**src/rtl/tpit_pkg.sv**
```systemverilog
package tpit_pkg;
    localparam int BUS_W   = 32;
    localparam int ADDR_W  = 12;
    localparam int TDATA_W = 32;
    localparam int LANES   = TDATA_W / 8;
    localparam int EDGE_N  = LANES + 1;
    localparam int ID_W    = 7;
    localparam int CNT_W   = 2;

    typedef logic [ADDR_W-1:0] addr_t;
    typedef logic [BUS_W-1:0]  word_t;

    localparam addr_t OFF_ACK  = 12'hEE4;
    localparam addr_t OFF_HSIN = 12'hEE8;
    localparam addr_t OFF_DATA = 12'hEEC;
    localparam addr_t OFF_CTL2 = 12'hEF0;
    localparam addr_t OFF_ID   = 12'hEF4;
    localparam addr_t OFF_CTL0 = 12'hEF8;
    localparam addr_t OFF_MODE = 12'hF00;

    typedef enum logic [2:0] {
        SEL_NONE,
        SEL_MODE,
        SEL_HSIN,
        SEL_DATA,
        SEL_ID,
        SEL_CTL0
    } rsel_e;

    typedef struct packed {
        logic flush;
        logic trig;
    } hs_t;

    typedef struct packed {
        logic fvalid;
        logic tready;
    } busctl_t;

    typedef struct packed {
        logic [EDGE_N-1:0] edge_bits;
        logic [ID_W-1:0]   id;
        logic [CNT_W-1:0]  bytes;
        logic              fready;
        logic              tvalid;
        hs_t               hs;
    } pins_t;

    // Data bit sampled for edge slot k: bit 0 for k = 0, else top bit of lane k-1
    function automatic int lane_bit(input int k);
        return (k == 0) ? 0 : (8 * k - 1);
    endfunction

    function automatic rsel_e decode_read(input addr_t a);
        case (a)
            OFF_MODE: return SEL_MODE;
            OFF_HSIN: return SEL_HSIN;
            OFF_DATA: return SEL_DATA;
            OFF_ID:   return SEL_ID;
            OFF_CTL0: return SEL_CTL0;
            default:  return SEL_NONE;
        endcase
    endfunction
endpackage

```
**src/rtl/tpit_sync.sv**
```systemverilog
module tpit_sync #(
    parameter int W = 8
) (
    input  logic         clk,
    input  logic         rst,
    input  logic [W-1:0] d,
    output logic [W-1:0] q
);
    logic [W-1:0] meta_q;
    logic [W-1:0] stab_q;

    always_ff @(posedge clk) begin
        if (rst) begin
            meta_q <= '0;
            stab_q <= '0;
        end else begin
            meta_q <= d;
            stab_q <= meta_q;
        end
    end

    assign q = stab_q;
endmodule

```
**src/rtl/tpit_ctrl.sv**
```systemverilog
module tpit_ctrl
    import tpit_pkg::*;
(
    input  logic    clk,
    input  logic    rst,
    input  logic    wr_en,
    input  addr_t   addr,
    input  logic [1:0] wr_bits,
    input  hs_t     func_hs,
    input  busctl_t func_bus,
    output logic    mode_o,
    output hs_t     hs_out,
    output busctl_t bus_out
);
    logic    mode_q;
    hs_t     ack_q;
    busctl_t ctl2_q;

    always_ff @(posedge clk) begin
        if (rst) begin
            mode_q <= 1'b0;
            ack_q  <= '0;
            ctl2_q <= '0;
        end else if (wr_en) begin
            case (addr)
                OFF_MODE: mode_q <= wr_bits[0];
                OFF_ACK:  ack_q  <= hs_t'(wr_bits);
                OFF_CTL2: ctl2_q <= busctl_t'(wr_bits);
                default:  ;
            endcase
        end
    end

    always_comb begin
        if (mode_q) begin
            hs_out  = ack_q;
            bus_out = ctl2_q;
        end else begin
            hs_out  = func_hs;
            bus_out = func_bus;
        end
    end

    assign mode_o = mode_q;


    ack_write_chk: assert property (@(posedge clk) disable iff (rst)
        (wr_en && addr == OFF_ACK && mode_q) |=> (hs_out == hs_t'($past(wr_bits))));


    ctl2_write_chk: assert property (@(posedge clk) disable iff (rst)
        (wr_en && addr == OFF_CTL2 && mode_q) |=> (bus_out == busctl_t'($past(wr_bits))));
endmodule

```
**src/rtl/tpit_rdmux.sv**
```systemverilog
module tpit_rdmux
    import tpit_pkg::*;
(
    input  logic  clk,
    input  logic  rst,
    input  logic  rd_en,
    input  addr_t addr,
    input  logic  mode_i,
    input  pins_t pins_s,
    output word_t rd_data
);
    rsel_e sel;
    word_t word_d;
    word_t rd_q;

    assign sel = decode_read(addr);

    always_comb begin
        word_d = '0;
        case (sel)
            SEL_MODE: word_d[0] = mode_i;
            SEL_HSIN: word_d[1:0] = pins_s.hs;
            SEL_DATA: word_d[EDGE_N-1:0] = pins_s.edge_bits;
            SEL_ID:   word_d[ID_W-1:0] = pins_s.id;
            SEL_CTL0: begin
                word_d[0] = pins_s.tvalid;
                word_d[1] = pins_s.fready;
                word_d[8 +: CNT_W] = pins_s.bytes;
            end
            default:  word_d = '0;
        endcase
    end

    always_ff @(posedge clk) begin
        if (rst)        rd_q <= '0;
        else if (rd_en) rd_q <= word_d;
        else            rd_q <= '0;
    end

    assign rd_data = rd_q;


    idle_zero_chk: assert property (@(posedge clk) disable iff (rst)
        !rd_en |=> (rd_data == '0));


    wo_zero_chk: assert property (@(posedge clk) disable iff (rst)
        (rd_en && (addr == OFF_ACK || addr == OFF_CTL2)) |=> (rd_data == '0));


    id_pad_chk: assert property (@(posedge clk) disable iff (rst)
        (rd_en && addr == OFF_ID) |=> (rd_data[BUS_W-1:ID_W] == '0));


    ctl0_pad_chk: assert property (@(posedge clk) disable iff (rst)
        (rd_en && addr == OFF_CTL0) |=> (rd_data[7:2] == '0 && rd_data[BUS_W-1:10] == '0));
endmodule

```
**src/rtl/trace_port_itest.sv**
```systemverilog
module trace_port_itest
    import tpit_pkg::*;
(
    input  logic        clk,
    input  logic        rst,
    input  logic [11:0] addr,
    input  logic        wr_en,
    input  logic [31:0] wr_data,
    input  logic        rd_en,
    output logic [31:0] rd_data,
    input  logic        func_trig_ack,
    input  logic        func_flush_ack,
    input  logic        func_tready,
    input  logic        func_fvalid,
    input  logic        trig_in,
    input  logic        flush_in,
    input  logic [31:0] tdata_in,
    input  logic        tvalid_in,
    input  logic [6:0]  tid_in,
    input  logic [1:0]  tbytes_in,
    input  logic        fready_in,
    output logic        trig_ack,
    output logic        flush_ack,
    output logic        tready,
    output logic        fvalid
);
    localparam int PINS_W = $bits(pins_t);

    logic [EDGE_N-1:0] edge_raw;
    pins_t   pins_raw;
    pins_t   pins_s;
    logic [PINS_W-1:0] pins_sync;
    logic    mode;
    hs_t     hs_out;
    busctl_t bus_out;

    wire unused_wdata = ^wr_data[BUS_W-1:2];
    wire unused_tdata = ^tdata_in;

    for (genvar k = 0; k < EDGE_N; k++) begin : g_edge
        assign edge_raw[k] = tdata_in[lane_bit(k)];
    end

    assign pins_raw = '{edge_bits: edge_raw, id: tid_in, bytes: tbytes_in,
                        fready: fready_in, tvalid: tvalid_in,
                        hs: '{flush: flush_in, trig: trig_in}};

    tpit_sync #(.W(PINS_W)) u_sync (
        .clk (clk),
        .rst (rst),
        .d   (pins_raw),
        .q   (pins_sync)
    );
    assign pins_s = pins_t'(pins_sync);

    tpit_ctrl u_ctrl (
        .clk      (clk),
        .rst      (rst),
        .wr_en    (wr_en),
        .addr     (addr),
        .wr_bits  (wr_data[1:0]),
        .func_hs  ('{flush: func_flush_ack, trig: func_trig_ack}),
        .func_bus ('{fvalid: func_fvalid, tready: func_tready}),
        .mode_o   (mode),
        .hs_out   (hs_out),
        .bus_out  (bus_out)
    );

    tpit_rdmux u_rd (
        .clk     (clk),
        .rst     (rst),
        .rd_en   (rd_en),
        .addr    (addr),
        .mode_i  (mode),
        .pins_s  (pins_s),
        .rd_data (rd_data)
    );

    assign trig_ack  = hs_out.trig;
    assign flush_ack = hs_out.flush;
    assign tready    = bus_out.tready;
    assign fvalid    = bus_out.fvalid;
endmodule

```
**config.mk**
```make
export PLATFORM = sky130hd
export DESIGN_NAME = trace_port_itest
export DESIGN_NICKNAME = d
export VERILOG_FILES = /design/src/rtl/tpit_pkg.sv /design/src/rtl/tpit_sync.sv /design/src/rtl/tpit_ctrl.sv /design/src/rtl/tpit_rdmux.sv /design/src/rtl/trace_port_itest.sv
export SDC_FILE = /design/constraint.sdc
export NUM_CORES = 1
export LEC_CHECK = 0
export BUFFER_PORTS_ARGS = -buffer_cell sky130_fd_sc_hd__buf_4
export CORE_MARGIN = 4
export CORE_UTILIZATION = 41
export CTS_CLUSTER_SIZE = 16
export DETAILED_ROUTE_END_ITERATION = 12
export HOLD_SLACK_MARGIN = 0.03
export PLACE_DENSITY = 0.91
export SYNTH_ARGS = -nofsm -noshare
export SYNTH_HDL_FRONTEND = slang
export SYNTH_HIERARCHICAL = 1
export SYNTH_SLANG_ARGS = --single-unit
```
**constraint.sdc**
```tcl
create_clock -name clk -period 1.6 [get_ports clk]
set_clock_uncertainty 0.1 [all_clocks]
set_input_delay 0.08 -clock clk [delete_from_list [all_inputs] [get_ports clk]]
set_output_delay 0.08 -clock clk [all_outputs]
set_load 0.03 [all_outputs]
```
==> impl_metrics.yaml <==
critical_path:
  worst_setup_path_startpoint: "addr[5]"
  critPathCapture: "u_rd/rd_data[2]$_SDFF_PP0_"
  length_in_cells_of_the_worst_reg_to_reg_path: 3
  path_max_fanout: 5
  r2r_setup_slack_ps: 600
  required_ps: 1740
  reg2reg_to: "u_rd/rd_data[0]$_SDFF_PP0_"
  worst_setup_path_end_kind: "register"
  criticalPathCategory: "primary input to register"
  startpoint_types: "primary input"
  worstReg2RegStart: "u_sync/q[0]$_SDFF_PP0_"
  worst-endpoint-arrival_ps: 1700
floorplan:
  overall_die_area_um2: 5980
  rows: 24
  io_count: 133
  initial_core_utilization: 0.437
  die_x_um: 77.3
  core_area_um2: 4500
  dieHeight_um: 77.3
synth:
  synth-edff-count: 0
  post-synth-top-area-fraction: 0.508
  netlist_instances: 175
  synthesis.yosys.warnings: 6
  ys.flop_type: "sky130_fd_sc_hd__dfxtp_1"
  combinational_family_with_the_most_area_after_synthesis: "simple AND/OR/NAND/NOR gates"
  synth_largest_area_cell: "sky130_fd_sc_hd__dfxtp_1"
  synth_simple_gate_area_frac: 0.283
  async_flop_share: 0
  postSynthRegisterBits: 50
  adder_cell_fraction_of_synth_area: 0
  syn_avg_cell_area_um2: 11.3
  synth_mux_area_frac: 0.0597
  synth-compound-area-share: 0.0305
  yosys-top-cells-area: "sky130_fd_sc_hd__dfxtp_1, sky130_fd_sc_hd__nor2b_1, sky130_fd_sc_hd__buf_4"
  mappedNetlistArea_um2: 1970
  post_synth_num_cell_types: 31
  synth_seq_area_share: 0.508
  post_synth_xor_area_fraction: 0
sta:
  timing.final.crit_period_ps: 1560
  postLayoutSetupSlackWorst_ps: 42.9
  fmax_mhz: 642
  maxSlewViolCount: 0
  setup_viol: 0
  tns_ps: 0
  post-route-period-util: 0.973
  hold_viol_final: 0
  hold_ws_ps: 60.6
  rsz0062_at_grt: "true"
cts:
  cts_tree: "done"
  insertion_delay_ps: 290
  cts.reportedPaths.clkPinSlew_ps: 90
  tritoncts.num_buffers: 5
  cts_root_buffer: "sky130_fd_sc_hd__clkbuf_8"
  clk_path_buf_depth: 2
  cts.sinks: 50
  ctsHtreeMaxLevel: 2
cells_and_area:
  multi_input_comb_area_um2: 828
  flow.area_growth_from_synthesis_pct: 34.3
  fraction_of_layout_cells_with_a_size_suffix_above_1: 0.331
  finalNonFillerCells: 309
  antenna-diode-count: 0
  layout.area.seq_um2: 1000
  finish.utilization: 0.587
  design.final.nets: 353
  stdcell_area_um2: 2650
  n_fill_cell: 398
global_route:
  grt-ovfl-total: 0
  grt_pass1_wl_um: 5710
  gr-usage-all-layers: 0.122
  antenna_found_initial: 0
  pin_count_of_the_biggest_net_entering_global_routing: 44
  number_of_global_route_vias_before_repair: 1349
drt:
  vias: 1347
  wire_per_inst_um: 11.7
  drt_pre_antenna_iters: 4
  via_density_per_instance: 4.36
  finalWirelength_um: 3620
  antenna_violating_nets_left: 0
  detailedRoute.firstIterationViolations: 47
  post-route-drc-count: 0
pwr:
  switching_share: 0.239
  power.sequential.fraction: 0.563
  report.power.total_mw: 2.29
  power.share.clock: 0.300
  cellLeakagePower_nw: 1.17
  combinationalPowerShare: 0.136
  total_switching_power_mw: 0.548
  cellPowerDensity_nw_per_um2: 868
  power.internal_mw: 1.75
  vdd.ir_drop.worst_mv: 0.391
hold_path:
  hold_path_class: "primary input to register"
placement:
  portBuffers: 52
  place_area_um2: 2310
  pre_cts_ws_ps: -81.2
  dp.cells: 277
  gp_routability_congestion: 0.727
  place_hpwl_um: 2500
job:
  drv.max_cap_violation_count: 0
outcome:
  outcome: "finished clean"
==> sequential cells by signal, indices dropped and copies added (netlist names) <==
signal,flops
u_sync/q,18
u_ctrl/mode_o,1
u_ctrl/ctl2_q,2
u_ctrl/ack_q,2
u_sync/meta_q,18
u_rd/rd_data,9
==> power groups by stage <==
| stage | registers, mW | clock network (mW) | logic (mW) |
|---|---|---|---|
| 2_1_floorplan | 1.32 | 0 | 0.208 |
| 6_report | 1.29 | 0.689 | 0.313 |
| 5_1_grt | 1.30 | 0.772 | 0.337 |
| 4_1_cts | 1.29 | 0.716 | 0.307 |
| 3_5_place_dp | 1.32 | 0 | 0.263 |
| 3_3_place_gp | 1.32 | 0 | 0.258 |
==> layout by cell type, fill, tap and decap left out, drive strengths merged <==
master       synthesis  layout
o21ai                2       2
a21oi                1       1
nor4b                3       3
and2                 4       4
a22oi                2       2
inv                  3       3
nand3b               2       2
dfxtp               50      50
nand4bb              1       1
and4b                1       1
nand2b               8       8
nor4                 3       3
clkinv               0       2
and2b                6       6
nand2                2       2
or4b                 1       1
a22o                 3       3
nor2                 3       3
clkbuf               0       6
buf                 27      55
dlygate4sd3          0      24
mux2                 6       6
nand3                2       2
conb                 1      23
or2                  1       1
nor2b               32      32
and4bb               1       1
nand4b               4       4
mux2i                5       5
nor3                 1       1
==> worst max-delay path: stages <==
cell	delay (ps)
sky130_fd_sc_hd__dlygate4sd3_1	540
sky130_fd_sc_hd__buf_4	130
sky130_fd_sc_hd__nand4b_1	130
sky130_fd_sc_hd__or2_2	340
sky130_fd_sc_hd__nor4_4	270
sky130_fd_sc_hd__a22o_2	210
==> cells in the mapped netlist, types with 2 or more instances <==
cell / instances
sky130_fd_sc_hd__inv_1: 3
sky130_fd_sc_hd__and2_1: 2
sky130_fd_sc_hd__mux2_2: 6
sky130_fd_sc_hd__nor2_1: 3
sky130_fd_sc_hd__nand3_1: 2
sky130_fd_sc_hd__nor2b_1: 32
sky130_fd_sc_hd__nor4b_1: 2
sky130_fd_sc_hd__and2_2: 2
sky130_fd_sc_hd__nand2b_1: 8
sky130_fd_sc_hd__buf_4: 23
sky130_fd_sc_hd__nand4b_1: 4
sky130_fd_sc_hd__nor4_4: 2
sky130_fd_sc_hd__nand3b_1: 2
sky130_fd_sc_hd__a22oi_1: 2
sky130_fd_sc_hd__dfxtp_1: 50
sky130_fd_sc_hd__nand2_1: 2
sky130_fd_sc_hd__a22o_2: 3
sky130_fd_sc_hd__buf_6: 4
sky130_fd_sc_hd__mux2i_1: 5
sky130_fd_sc_hd__and2b_2: 6
sky130_fd_sc_hd__o21ai_0: 2
==> kinds of logic after synthesis <==
kind of cell / Yosys count
compound gates: 8
buf+inv: 30
flops: 50
mux: 11
other cells: 1
simple gates: 75
==> layout make-up <==
type	count	share of cell area
multi-input cells	117	0.313
well taps	52	0.0246
flip-flops and latches	50	0.378
repair buffers	79	0.247
clock inverters	2	0.00520
inverters	3	0.00426
clock buffers	6	0.0274
==> what timing repair did <==
item | 4_1_cts | 5_1_grt
setup endpoints to repair | 0 | 3
resized for setup | 0 | 1
buffers inserted | 0 | 0
hold endpoints to repair | 22 | 1
hold buffers | 23 | 2
==> how the worst min path moves through the flow <==
| stage | startpoint | to | slack (ps) | cells past startpoint |
|---|---|---|---|---|
| floorplan | trig_in | u_sync/meta_q[0]$_SDFF_PP0_ | 110 | 1 |
| global placement | flush_in | u_sync/meta_q[1]$_SDFF_PP0_ | 190 | 2 |
| detailed placement | fready_in | u_sync/meta_q[3]$_SDFF_PP0_ | 200 | 2 |
| CTS | addr[0] | u_ctrl/mode_o$_SDFFE_PP0P_ | 60 | 4 |
| global route | addr[1] | u_ctrl/mode_o$_SDFFE_PP0P_ | 80 | 4 |
| finish | addr[1] | u_ctrl/mode_o$_SDFFE_PP0P_ | 60 | 4 |
==> per-layer routing <==
metal | vias to the layer above | part of all wire | track usage
met2 | 46 | 0.51 | 0.214
met5 | - | 0 | 0
met4 | 0 | 0.041 | 0.0890
li1 | 689 | - | -
met3 | 14 | 0.059 | 0.0422
met1 | 598 | 0.39 | 0.118
Note: power is estimated with default switching activity, not from simulation.
